`config.mk`:
```
export PLATFORM = sky130hd
export DESIGN_NAME = fifo_lvl_irq
export DESIGN_NICKNAME = d
export VERILOG_FILES = /design/src/rtl/fifo_lvl_pkg.sv /design/src/rtl/fifo_lvl_decode.sv /design/src/rtl/fifo_lvl_cmp.sv /design/src/rtl/fifo_lvl_irq.sv
export SDC_FILE = /design/constraint.sdc
export NUM_CORES = 1
export LEC_CHECK = 0
export BUFFER_PORTS_ARGS = -buffer_cell sky130_fd_sc_hd__buf_2
export CAP_MARGIN = 30
export CORE_AREA = 2 2 39 41
export CTS_BUF_LIST = sky130_fd_sc_hd__clkbuf_8 sky130_fd_sc_hd__clkbuf_16
export CTS_CLUSTER_DIAMETER = 200
export CTS_CLUSTER_SIZE = 8
export DETAILED_ROUTE_END_ITERATION = 8
export DIE_AREA = 0 0 41 43
export SKIP_CTS_REPAIR_TIMING = 1
export SYNTH_ARGS = -nofsm -noshare
export SYNTH_HDL_FRONTEND = slang
export SYNTH_SLANG_ARGS = --single-unit
```
`constraint.sdc`:
```
create_clock -name clk -period 0.8 [get_ports clk]
set_input_delay 0.04 -clock clk [delete_from_list [all_inputs] [get_ports clk]]
set_output_delay 0.04 -clock clk [all_outputs]
set_load 0.05 [all_outputs]
```
`src/rtl/fifo_lvl_pkg.sv`:
```
package fifo_lvl_pkg;

  localparam int SEL_W = 3;

  typedef enum logic {
    DIR_RX = 1'b0,
    DIR_TX = 1'b1
  } lvl_dir_e;

  // Threshold in entries for a select code; codes past the top step saturate.
  function automatic int unsigned lvl_thresh(input logic [SEL_W-1:0] code,
                                             input int unsigned depth);
    case (code)
      3'd0:    return depth / 8;
      3'd1:    return depth / 4;
      3'd2:    return depth / 2;
      3'd3:    return (3 * depth) / 4;
      default: return (7 * depth) / 8;
    endcase
  endfunction

endpackage

```
`src/rtl/fifo_lvl_decode.sv`:
```
module fifo_lvl_decode
  import fifo_lvl_pkg::*;
#(
  parameter int DEPTH = 16,
  localparam int CNT_W = $clog2(DEPTH) + 1
) (
  input  logic [SEL_W-1:0] sel_i,
  output logic [CNT_W-1:0] thr_o
);

  always_comb begin
    thr_o = CNT_W'(lvl_thresh(sel_i, DEPTH));
  end

endmodule

```
`src/rtl/fifo_lvl_cmp.sv`:
```
module fifo_lvl_cmp
  import fifo_lvl_pkg::*;
#(
  parameter int       DEPTH = 16,
  parameter lvl_dir_e DIR   = DIR_RX,
  localparam int CNT_W = $clog2(DEPTH) + 1
) (
  input  logic             clk,
  input  logic             rst_n,
  input  logic [CNT_W-1:0] level_i,
  input  logic [SEL_W-1:0] sel_i,
  input  logic             ien_i,
  output logic             raw_o,
  output logic             irq_o
);

  localparam logic [CNT_W-1:0] DEPTH_C = CNT_W'(DEPTH);
  localparam logic [CNT_W-1:0] MIN_THR = CNT_W'(DEPTH / 8);
  localparam logic [CNT_W-1:0] MAX_THR = CNT_W'((7 * DEPTH) / 8);

  logic [CNT_W-1:0] thr;
  logic             hit;

  fifo_lvl_decode #(.DEPTH(DEPTH)) u_decode (
    .sel_i (sel_i),
    .thr_o (thr)
  );

  generate
    if (DIR == DIR_RX) begin : g_fill_side
      // Enough entries gathered: at or above the threshold.
      always_comb hit = (level_i >= thr);
    end else begin : g_drain_side
      // Enough room freed: occupied entries at or below depth minus threshold.
      always_comb hit = (level_i <= (DEPTH_C - thr));
    end
  endgenerate

  always_ff @(posedge clk or negedge rst_n) begin
    if (!rst_n) begin
      raw_o <= 1'b0;
      irq_o <= 1'b0;
    end else begin
      raw_o <= hit;
      irq_o <= hit & ien_i;
    end
  end

  // Becomes 1 one edge after reset release, so that $past sees post-reset inputs.
  logic armed;
  always_ff @(posedge clk or negedge rst_n) begin
    if (!rst_n) armed <= 1'b0;
    else        armed <= 1'b1;
  end

  generate
    if (DIR == DIR_RX) begin : g_rx_chk
      assert_rx_full_fires_R8: assert property (@(posedge clk) disable iff (!rst_n)
        (armed && $past(level_i) >= DEPTH_C) |-> raw_o);
      assert_rx_below_min_quiet_R1: assert property (@(posedge clk) disable iff (!rst_n)
        (armed && $past(level_i) < MIN_THR) |-> !raw_o);
    end else begin : g_tx_chk
      assert_tx_empty_fires_R3: assert property (@(posedge clk) disable iff (!rst_n)
        (armed && $past(level_i) <= (DEPTH_C - MAX_THR)) |-> raw_o);
      assert_tx_above_max_quiet_R3: assert property (@(posedge clk) disable iff (!rst_n)
        (armed && $past(level_i) > (DEPTH_C - MIN_THR)) |-> !raw_o);
    end
  endgenerate

  assert_irq_needs_raw_R4: assert property (@(posedge clk) disable iff (!rst_n)
    irq_o |-> raw_o);
  assert_irq_off_when_masked_R4: assert property (@(posedge clk) disable iff (!rst_n)
    (armed && !$past(ien_i)) |-> !irq_o);

endmodule

```
`src/rtl/fifo_lvl_irq.sv`:
```
module fifo_lvl_irq
  import fifo_lvl_pkg::*;
#(
  parameter int DEPTH = 16,
  localparam int CNT_W = $clog2(DEPTH) + 1
) (
  input  logic             clk,
  input  logic             rst_n,
  input  logic [CNT_W-1:0] rx_level_i,
  input  logic [CNT_W-1:0] tx_level_i,
  input  logic [SEL_W-1:0] rx_sel_i,
  input  logic [SEL_W-1:0] tx_sel_i,
  input  logic             rx_ien_i,
  input  logic             tx_ien_i,
  output logic             rx_raw_o,
  output logic             rx_irq_o,
  output logic             tx_raw_o,
  output logic             tx_irq_o
);

  fifo_lvl_cmp #(.DEPTH(DEPTH), .DIR(DIR_RX)) u_rx (
    .clk     (clk),
    .rst_n   (rst_n),
    .level_i (rx_level_i),
    .sel_i   (rx_sel_i),
    .ien_i   (rx_ien_i),
    .raw_o   (rx_raw_o),
    .irq_o   (rx_irq_o)
  );

  fifo_lvl_cmp #(.DEPTH(DEPTH), .DIR(DIR_TX)) u_tx (
    .clk     (clk),
    .rst_n   (rst_n),
    .level_i (tx_level_i),
    .sel_i   (tx_sel_i),
    .ien_i   (tx_ien_i),
    .raw_o   (tx_raw_o),
    .irq_o   (tx_irq_o)
  );

  // Outputs are reset to 0 and held there while reset is asserted.
  always @(posedge clk) begin
    if (!rst_n) assert_quiet_in_reset_R7: assert (!rx_raw_o && !rx_irq_o && !tx_raw_o && !tx_irq_o);
  end

endmodule

```
==> run_results.csv, run 1 <==
group,metric,value,unit
floorplanning,die_area,0.00176,mm^2
synthesis,ys_seq_area_share,28.7,%
clocking,clkTransAtPathRegs,0.03,ns
worst_setup_path,required,0.90,ns
clocking,clock-sinks,4,
global_route,met3_usage,3.14,%
global_route,track_usage,9.92,%
drt,drt_iter0_markers,3,
sta,worst_hold_slack,0.0244,ns
drt,route.vias.total,369,
place,numPortBuffers,23,
sta,hold_viol_final,0,
synthesis,ys_seq_elements,4,
drt,ant_nets,0,
synthesis,synth_cell_types,19,
place,finalWeightedCongestion,0.670,
job,drv_cap,0,
synthesis,synth_top_area_share,28.7,%
cells_and_area,fin_util,47.7,%
cells_and_area,filler_cell_count,137,
sta,timing.final.max_slew_violations,0,
synthesis,synth.top_cells.by_area,"dfrtp_1, ha_1, nor2_1",
floorplanning,die_h,43,um
sta,min_period,1.26,ns
global_route,grt_max_degree,5,
min_path,min_to,"u_rx.raw_o",
drt,drc_errors,0,
floorplanning,num_io_pins,24,
worst_setup_path,worst_setup_path_end_kind,"flip-flop",
global_route,antenna_found_initial,0,
drt,firstDrtPassIters,4,
synthesis,synthesis.area,349,um^2
sta,setup_slack,-0.463,ns
global_route,grtUsageMet2,13.8,%
cells_and_area,nets,99,
global_route,overflow,0,
global_route,busiest_layer,"met2",
floorplanning,coreArea,0.00138,mm^2
floorplanning,die_w,41,um
global_route,grt_pass1_vias,314,
power,power_density,1590,mW/mm^2
floorplanning,fp-row-count,14,
min_path,hold_class,"input pin to flip-flop",
drt,drt-total-wl,774,um
sta,min_period_over_period,158,%
clocking,cts_root_buf,"clkbuf_8",
clocking,cts_buffers,3,
synthesis,synth_cells,39,
synthesis,synth_warnings,0,
drt,vias_per_cell,4.34,
synthesis,yosysTopAreaCell,"dfrtp_1",
clocking,cts_max_level,1,
place,dp_worst_setup_slack,-0.711,ns
min_path,min_path_cells,3,
cells_and_area,area_delta_synth_final,89.2,%
sta,fmax,0.792,GHz
worst_setup_path,critPathArrivalTime,1.36,ns
min_path,hold_start,"rx_level_i[4]",
power,ir_drop,697,uV
synthesis,syn_area_per_cell,8.95,um^2
clocking,clockBufferDepth,2,
cells_and_area,drive_gt1_share,56.5,%
worst_setup_path,crit_type,"input pin to flip-flop",
floorplanning,start_util,25.2,%
global_route,use_met1,9.90,%
status,violations,"setup timing",
worst_setup_path,worst_setup_path_start_kind,"input pin",
sta,rsz0062_at_grt,"true",
worst_setup_path,critPathMaxFanout,2,
place,hpwlAfterDp,589,um
power,p_leak,0.340,nW
global_route,grt_pass1_wl,1100,um
synthesis,syn_nets,67,
sta,setup_viol,3,
status,outcome,"complete, but fails checks",
cells_and_area,diodes,0,
drt,avgRoutedWirePerCell,9.11,um
clocking,tritoncts,"built",
critical path, stage by stage:
cell	delay, ns
buf_8	0.10
nor2_4	0.09
or2_4	0.12
inv_2	0.04
ha_4	0.26
inv_4	0.03
ha_4	0.25
nor2b_4	0.12
o211ai_1	0.10
a21o_2	0.22
state kept, by name, summed over array words and instances (netlist names):
signal / flops
u_tx.raw_o: 1
u_rx.irq_o: 1
u_rx.raw_o: 1
u_tx.irq_o: 1
placed cells by master (no fill, tap or decap):
cell	Yosys	layout
and2_0	1	1
dfrtp_1	4	4
ha_1	8	6
a22o_1	1	1
a21boi_1	0	1
nand2b_1	1	1
a21oi_1	1	1
ha_4	0	2
a21o_2	1	1
buf_6	0	5
buf_4	0	4
clkbuf_8	0	3
inv_1	4	2
dlygate4sd3_1	0	1
buf_2	0	16
inv_2	0	1
inv_4	0	1
nor2_1	7	6
or2_4	0	1
o211ai_1	1	1
nand2_1	1	1
nor2_4	0	1
nor2b_4	0	2
nand4_1	1	1
buf_8	0	1
o221ai_2	0	1
xnor2_1	1	1
conb_1	1	1
o21bai_1	1	1
stage by stage:
step / TNS, ns / instance area, um^2 / power (mW) / cells
after global routing: -1.15 / 661 / 1.13 / 85
after global placement: -1.95 / 534 / 0.548 / 80
final: -0.905 / 661 / 1.05 / 85
after CTS: -1.16 / 576 / 0.988 / 83
after detailed placement: -1.99 / 534 / 0.552 / 80
after floorplan: -1.26 / 384 / 0.442 / 39
cells in the mapped netlist:
cell      number
nand4_1        1
nand2_1        1
inv_1          4
dfrtp_1        4
a22o_1         1
a21boi_0       1
ha_1           8
xnor2_1        1
o21bai_1       1
nand2b_1       1
a21oi_1        1
nor2_1         7
o211ai_1       1
o221ai_1       1
nor2b_1        2
conb_1         1
and2_0         1
or2_2          1
a21o_2         1
logic make-up after synthesis:
| logic type | synth area share [%] |
|---|---|
| buffers and inverters | 4.30 |
| xor gates and xnor gates | 2.51 |
| and+or+nand+nor | 19.4 |
| other | 1.07 |
| DFF | 28.7 |
| AOI/OAI and AO/OA | 15.4 |
| adders and majority gates | 28.7 |
final cells by class:
type / count / area (um^2) / share of cell area (%)
inverter: 4 / 17.5 / 2.65
timing repair buffer: 27 / 191 / 29.0
multi-input combinational: 31 / 290 / 43.9
clock buffer: 3 / 41.3 / 6.25
sequential: 4 / 100 / 15.2
tap: 16 / 20.0 / 3.03
power breakdown:
part	internal (mW)	switching, mW
combinational	0.198	0.197
sequential	0.227	0.00791
clock	0.320	0.0983
metal layers:
metal | routed length, um | vias to the layer above
met5 | 0 | -
met4 | 19 | 0
met3 | 96 | 2
met2 | 388 | 21
met1 | 270 | 154
li1 | - | 192
worst max-delay path by stage:
stage                  to         from  cells past startpoint  slack [ns]
3_5_place_dp   u_tx.irq_o  tx_sel_i[0]                     10       -0.71
5_1_grt        u_tx.raw_o  tx_sel_i[1]                     10       -0.52
3_3_place_gp   u_tx.irq_o  tx_sel_i[0]                     10       -0.69
4_1_cts        u_tx.irq_o  tx_sel_i[0]                     10       -0.49
2_1_floorplan  u_tx.irq_o  tx_sel_i[0]                      9       -0.52
6_report       u_tx.raw_o  tx_sel_i[1]                     10       -0.46
Power figures use the tool's default switching activity.
==> inputs of run 2 (changes only) <==
- CORE_AREA: 2 2 39 41 -> 10 10 47 49
- DIE_AREA: 0 0 41 43 -> 0 0 57 59
==> run 2 against run 1 <==
Net effect:
- largest cell class unchanged
- count of clock-buffer cells in the layout unchanged
- non-clock buffer count is 1 lower
- largest power group unchanged
- worst setup slack gained 0.012 ns
- the run still ends with setup timing left
- cell count decreased by 1.2%
- critical path type unchanged
- first-iteration DRC count fell by 100%
==> run_results.csv, run 2 (synthesis gave the netlist of run 1 again) <==
group,metric,value,unit
place,post_dp_cell_area,534,um^2
worst_setup_path,critPathTopFamily,"adder cells",
worst_setup_path,critPathArrivalTime,1.35,ns
drt,drt-total-wl,928,um
clocking,cts_root_buf,"clkbuf_8",
clocking,tritoncts,"built",
worst_setup_path,critPathMaxStageDelay,0.25,ns
global_route,track_usage,5.38,%
min_path,hold_class,"input pin to flip-flop",
global_route,grt_max_degree,5,
clocking,cts_max_level,1,
cells_and_area,fin_util,49.8,%
sta,setup_slack,-0.450,ns
power,ir_drop,515,uV
drt,drt_iter0_markers,0,
power,p_leak,0.344,nW
cells_and_area,stdcell_area,698,um^2
cells_and_area,drive_gt1_share,61.8,%
place,numPortBuffers,23,
clocking,clock-sinks,4,
drt,firstDrtPassIters,1,
worst_setup_path,path_buf_inv,3,
floorplanning,coreArea,0.00140,mm^2
floorplanning,fp-row-count,14,
global_route,antenna_found_initial,0,
drt,route.vias.total,375,
sta,min_period_over_period,156,%
power,power_density,1530,mW/mm^2
drt,avgRoutedWirePerCell,11.0,um
floorplanning,start_util,24.9,%
clocking,clkTransAtPathRegs,0.03,ns
worst_setup_path,critPathMaxFanout,2,
sta,setup_viol,2,
clocking,clockBufferDepth,2,
worst_setup_path,crit_type,"input pin to flip-flop",
global_route,overflow,0,
place,placedCellCount,80,
clocking,cts_buffers,3,
sta,hold_viol_final,0,
cells_and_area,finalNonFillerCells,84,
sta,fmax,0.800,GHz
worst_setup_path,worst_setup_path_start_kind,"input pin",
floorplanning,num_io_pins,24,
sta,rsz0062_at_grt,"true",
power,seqPwrFrac,22.2,%
status,violations,"setup timing",
worst_setup_path,worst_setup_path_end_kind,"flip-flop",
drt,vias_per_cell,4.46,
worst_setup_path,path_cells,"buf_6 -> nor2_4 -> or2_4 -> inv_4 -> ha_4 -> inv_2 -> ha_4 -> nor2b_4 -> o211ai_1 -> a21o_2",
worst_setup_path,slowest_stage,"ha_4",
floorplanning,die_area,0.00336,mm^2
power,combPwrFrac,38.7,%
job,drv_cap,0,
power,pwr-share-clk,39.1,%
cells_and_area,nets,98,
floorplanning,die_h,59,um
cells_and_area,area_delta_synth_final,100,%
drt,ant_nets,0,
place,hpwlAfterDp,801,um
status,outcome,"complete, but fails checks",
cells_and_area,final_common_cell,"buf_2",
worst_setup_path,cpMostUsedCell,"ha_4",
drt,drc_errors,0,
sta,min_period,1.25,ns
power,p_sw,0.312,mW
power,p_int,0.755,mW
global_route,grt_pass1_wl,1450,um
global_route,grt_pass1_vias,350,
power,swShare,29.3,%
sta,fin_setup_tns,-0.865,ns
cells_and_area,most-common-layout-cells,"buf_2, buf_6, nor2_1, ha_1, dfrtp_1",
sta,timing.final.max_slew_violations,0,
place,finalWeightedCongestion,0.656,
cells_and_area,diodes,0,
floorplanning,die_w,57,um
worst_setup_path,required,0.90,ns
-- run 2: cell types whose count changed in the layout (fill, tap and decap cells not counted), sizes merged --
cell / before / now
buf: 26 / 25
-- run 2: worst paths after layout --
kind                               start    endpoint  slack [ns]  cells past startpoint
max                          tx_sel_i[1]  u_tx.raw_o       -0.45                     10
min                        rx_level_i[4]  u_rx.raw_o        0.02                      3
max in group asynchronous          rst_n  u_tx.raw_o        0.53                      2
min in group asynchronous          rst_n  u_rx.raw_o        0.16                      2
-- run 2: cell type report --
class                           instances  area, um^2
Fill cell                             143         703
Multi-Input combinational cell         31         329
Timing Repair Buffer                   26         190
Sequential cell                         4         100
Clock buffer                            3        41.3
Tap cell                               16        20.0
Inverter                                4        17.5
-- run 2: per-stage QoR --
step	total power, mW	hold WS [ns]	worst slack, ns
after global placement	0.552	-0.155	-0.693
after global routing	1.14	0.0378	-0.496
after CTS	0.981	-0.380	-0.491
after floorplan	0.442	-0.256	-0.520
final	1.07	0.0239	-0.450
after detailed placement	0.555	-0.153	-0.711
-- run 2: worst min-delay path: stages --
cell and delay, ns:
buf_2 0.07, nor2_1 0.04, nand2_1 0.05
-- run 2: routing by layer --
metal  part of all wire, %  GRT usage [%]  wire length, um  vias up
li1                      -              -                -      191
met1                    42           6.14              389      167
met2                    47           6.98              434       17
met3                    11           4.08              103        0
met4                     0           3.02                0        0
met5                     0              0                0        -
-- run 2: power groups by stage --
| stage | Combinational [mW] | Clock (mW) | Sequential [mW] |
|---|---|---|---|
| floorplan | 0.123 | 0 | 0.319 |
| global placement | 0.320 | 0 | 0.232 |
| detailed placement | 0.322 | 0 | 0.233 |
| CTS | 0.324 | 0.426 | 0.231 |
| global route | 0.451 | 0.445 | 0.239 |
| finish | 0.414 | 0.417 | 0.237 |
==> inputs of run 3 (changes only) <==
- HOLD_SLACK_MARGIN: unset -> 0.15
- PLACE_DENSITY: unset -> 0.56
==> run 3 against run 2 <==
Net effect:
- the flow still finishes with violations (setup timing)
- clock power hardly changed
- count of clock-buffer cells in the layout stayed put
- sequential cell count stayed put
- power is 2.9% lower
- largest power group unchanged
==> run_results.csv, run 3 (synthesis gave the netlist of run 1 again) <==
group,metric,value,unit
status,outcome,"complete, but fails checks",
status,violations,"setup timing",
drt,route.vias.total,357,
sta,rsz0062_at_grt,"true",
cells_and_area,fin_util,47.5,%
place,hpwlAfterDp,777,um
min_path,hold_class,"input pin to flip-flop",
clocking,cts_root_buf,"clkbuf_8",
floorplanning,die_w,57,um
floorplanning,coreArea,0.00140,mm^2
floorplanning,fp-row-count,14,
power,power,1.04,mW
global_route,grt_max_degree,5,
sta,min_period,1.25,ns
worst_setup_path,crit_start,"tx_sel_i[1]",
worst_setup_path,slowest_stage,"ha_4",
global_route,track_usage,5.55,%
sta,timing.final.max_slew_violations,0,
sta,hold_viol_final,0,
sta,setup_slack,-0.449,ns
power,power_density,1560,mW/mm^2
place,placedCellCount,79,
floorplanning,die_h,59,um
worst_setup_path,cp-endpoint,"u_tx.raw_o",
clocking,tritoncts,"built",
place,post_dp_cell_area,527,um^2
global_route,grt_pass1_vias,379,
clocking,cts_buffers,3,
cells_and_area,final_common_cell,"buf_2",
worst_setup_path,cpMostUsedCell,"ha_4",
worst_setup_path,critPathMaxFanout,2,
cells_and_area,finalNonFillerCells,85,
floorplanning,num_io_pins,24,
cells_and_area,area_delta_synth_final,90.7,%
worst_setup_path,critPathArrivalTime,1.35,ns
drt,drt-total-wl,922,um
cells_and_area,drive_gt1_share,55.1,%
clocking,clkTransAtPathRegs,0.03,ns
clocking,clockBufferDepth,2,
drt,firstDrtPassIters,3,
drt,drt_iter0_markers,3,
worst_setup_path,required,0.90,ns
global_route,grt_pass1_wl,1480,um
cells_and_area,most-common-layout-cells,"buf_2, ha_1, buf_6",
cells_and_area,diodes,0,
place,finalWeightedCongestion,0.714,
cells_and_area,nets,99,
power,p_leak,0.338,nW
clocking,clock-sinks,4,
power,ir_drop,583,uV
sta,min_period_over_period,156,%
worst_setup_path,critPathMaxStageDelay,0.25,ns
job,drv_cap,0,
clocking,cts_max_level,1,
worst_setup_path,path_buf_inv,3,
floorplanning,die_area,0.00336,mm^2
sta,fmax,0.801,GHz
drt,ant_nets,0,
drt,vias_per_cell,4.20,
place,numPortBuffers,23,
global_route,overflow,0,
sta,setup_viol,4,
floorplanning,start_util,24.9,%
worst_setup_path,crit_type,"input pin to flip-flop",
cells_and_area,stdcell_area,666,um^2
worst_setup_path,critPathTopFamily,"adder cells",
sta,fin_setup_tns,-1.00,ns
drt,drc_errors,0,
worst_setup_path,worst_setup_path_end_kind,"flip-flop",
worst_setup_path,cp.depth,10,
worst_setup_path,path_cells,"buf_8 -> nor2_4 -> or2_4 -> inv_4 -> ha_4 -> inv_2 -> ha_4 -> nor2b_4 -> o211ai_1 -> a21o_2",
global_route,antenna_found_initial,0,
worst_setup_path,worst_setup_path_start_kind,"input pin",
drt,avgRoutedWirePerCell,10.8,um
## run 3: area by class of cell
cell class	instances	area [um^2]
timing repair buffer	27	200
fill	129	736
multi-input combinational	31	287
sequential	4	100
tap	16	20.0
inverter	4	17.5
clock buffer	3	41.3
## run 3: worst min path at each step
stage | startpoint | cells after the start | endpoint
final | rx_level_i[4] | 3 | u_rx.raw_o
after detailed placement | rst_n | 1 | u_rx.raw_o
after global placement | rst_n | 1 | u_tx.raw_o
after CTS | rst_n | 1 | u_tx.raw_o
after global routing | rx_level_i[4] | 3 | u_rx.raw_o
after floorplan | rst_n | 0 | u_rx.irq_o
## run 3: through the flow
step / hold slack [ns] / worst slack [ns]
finish: 0.0291 / -0.449
CTS: -0.379 / -0.491
global placement: -0.154 / -0.690
floorplan: -0.256 / -0.520
detailed placement: -0.153 / -0.717
global route: 0.0632 / -0.499
## run 3: power breakdown
part           internal [mW]  switching (mW)  total, mW
clock network          0.320          0.0959      0.416
logic                  0.193           0.192      0.385
registers              0.227         0.00866      0.235
total                  0.740           0.297       1.04
## run 3: tightest hold or removal path: stages
cell	delay, ns
buf_2	0.08
nor2_1	0.05
nand2_1	0.05
## run 3: layer usage
layer  track usage [%]  vias to the layer above  share of wire (%)
met2              7.60                       12                 52
met3              4.29                        0                 10
li1                  -                      193                  -
met4              4.03                        0                  0
met5                 0                        -                  0
met1              5.63                      152                 38
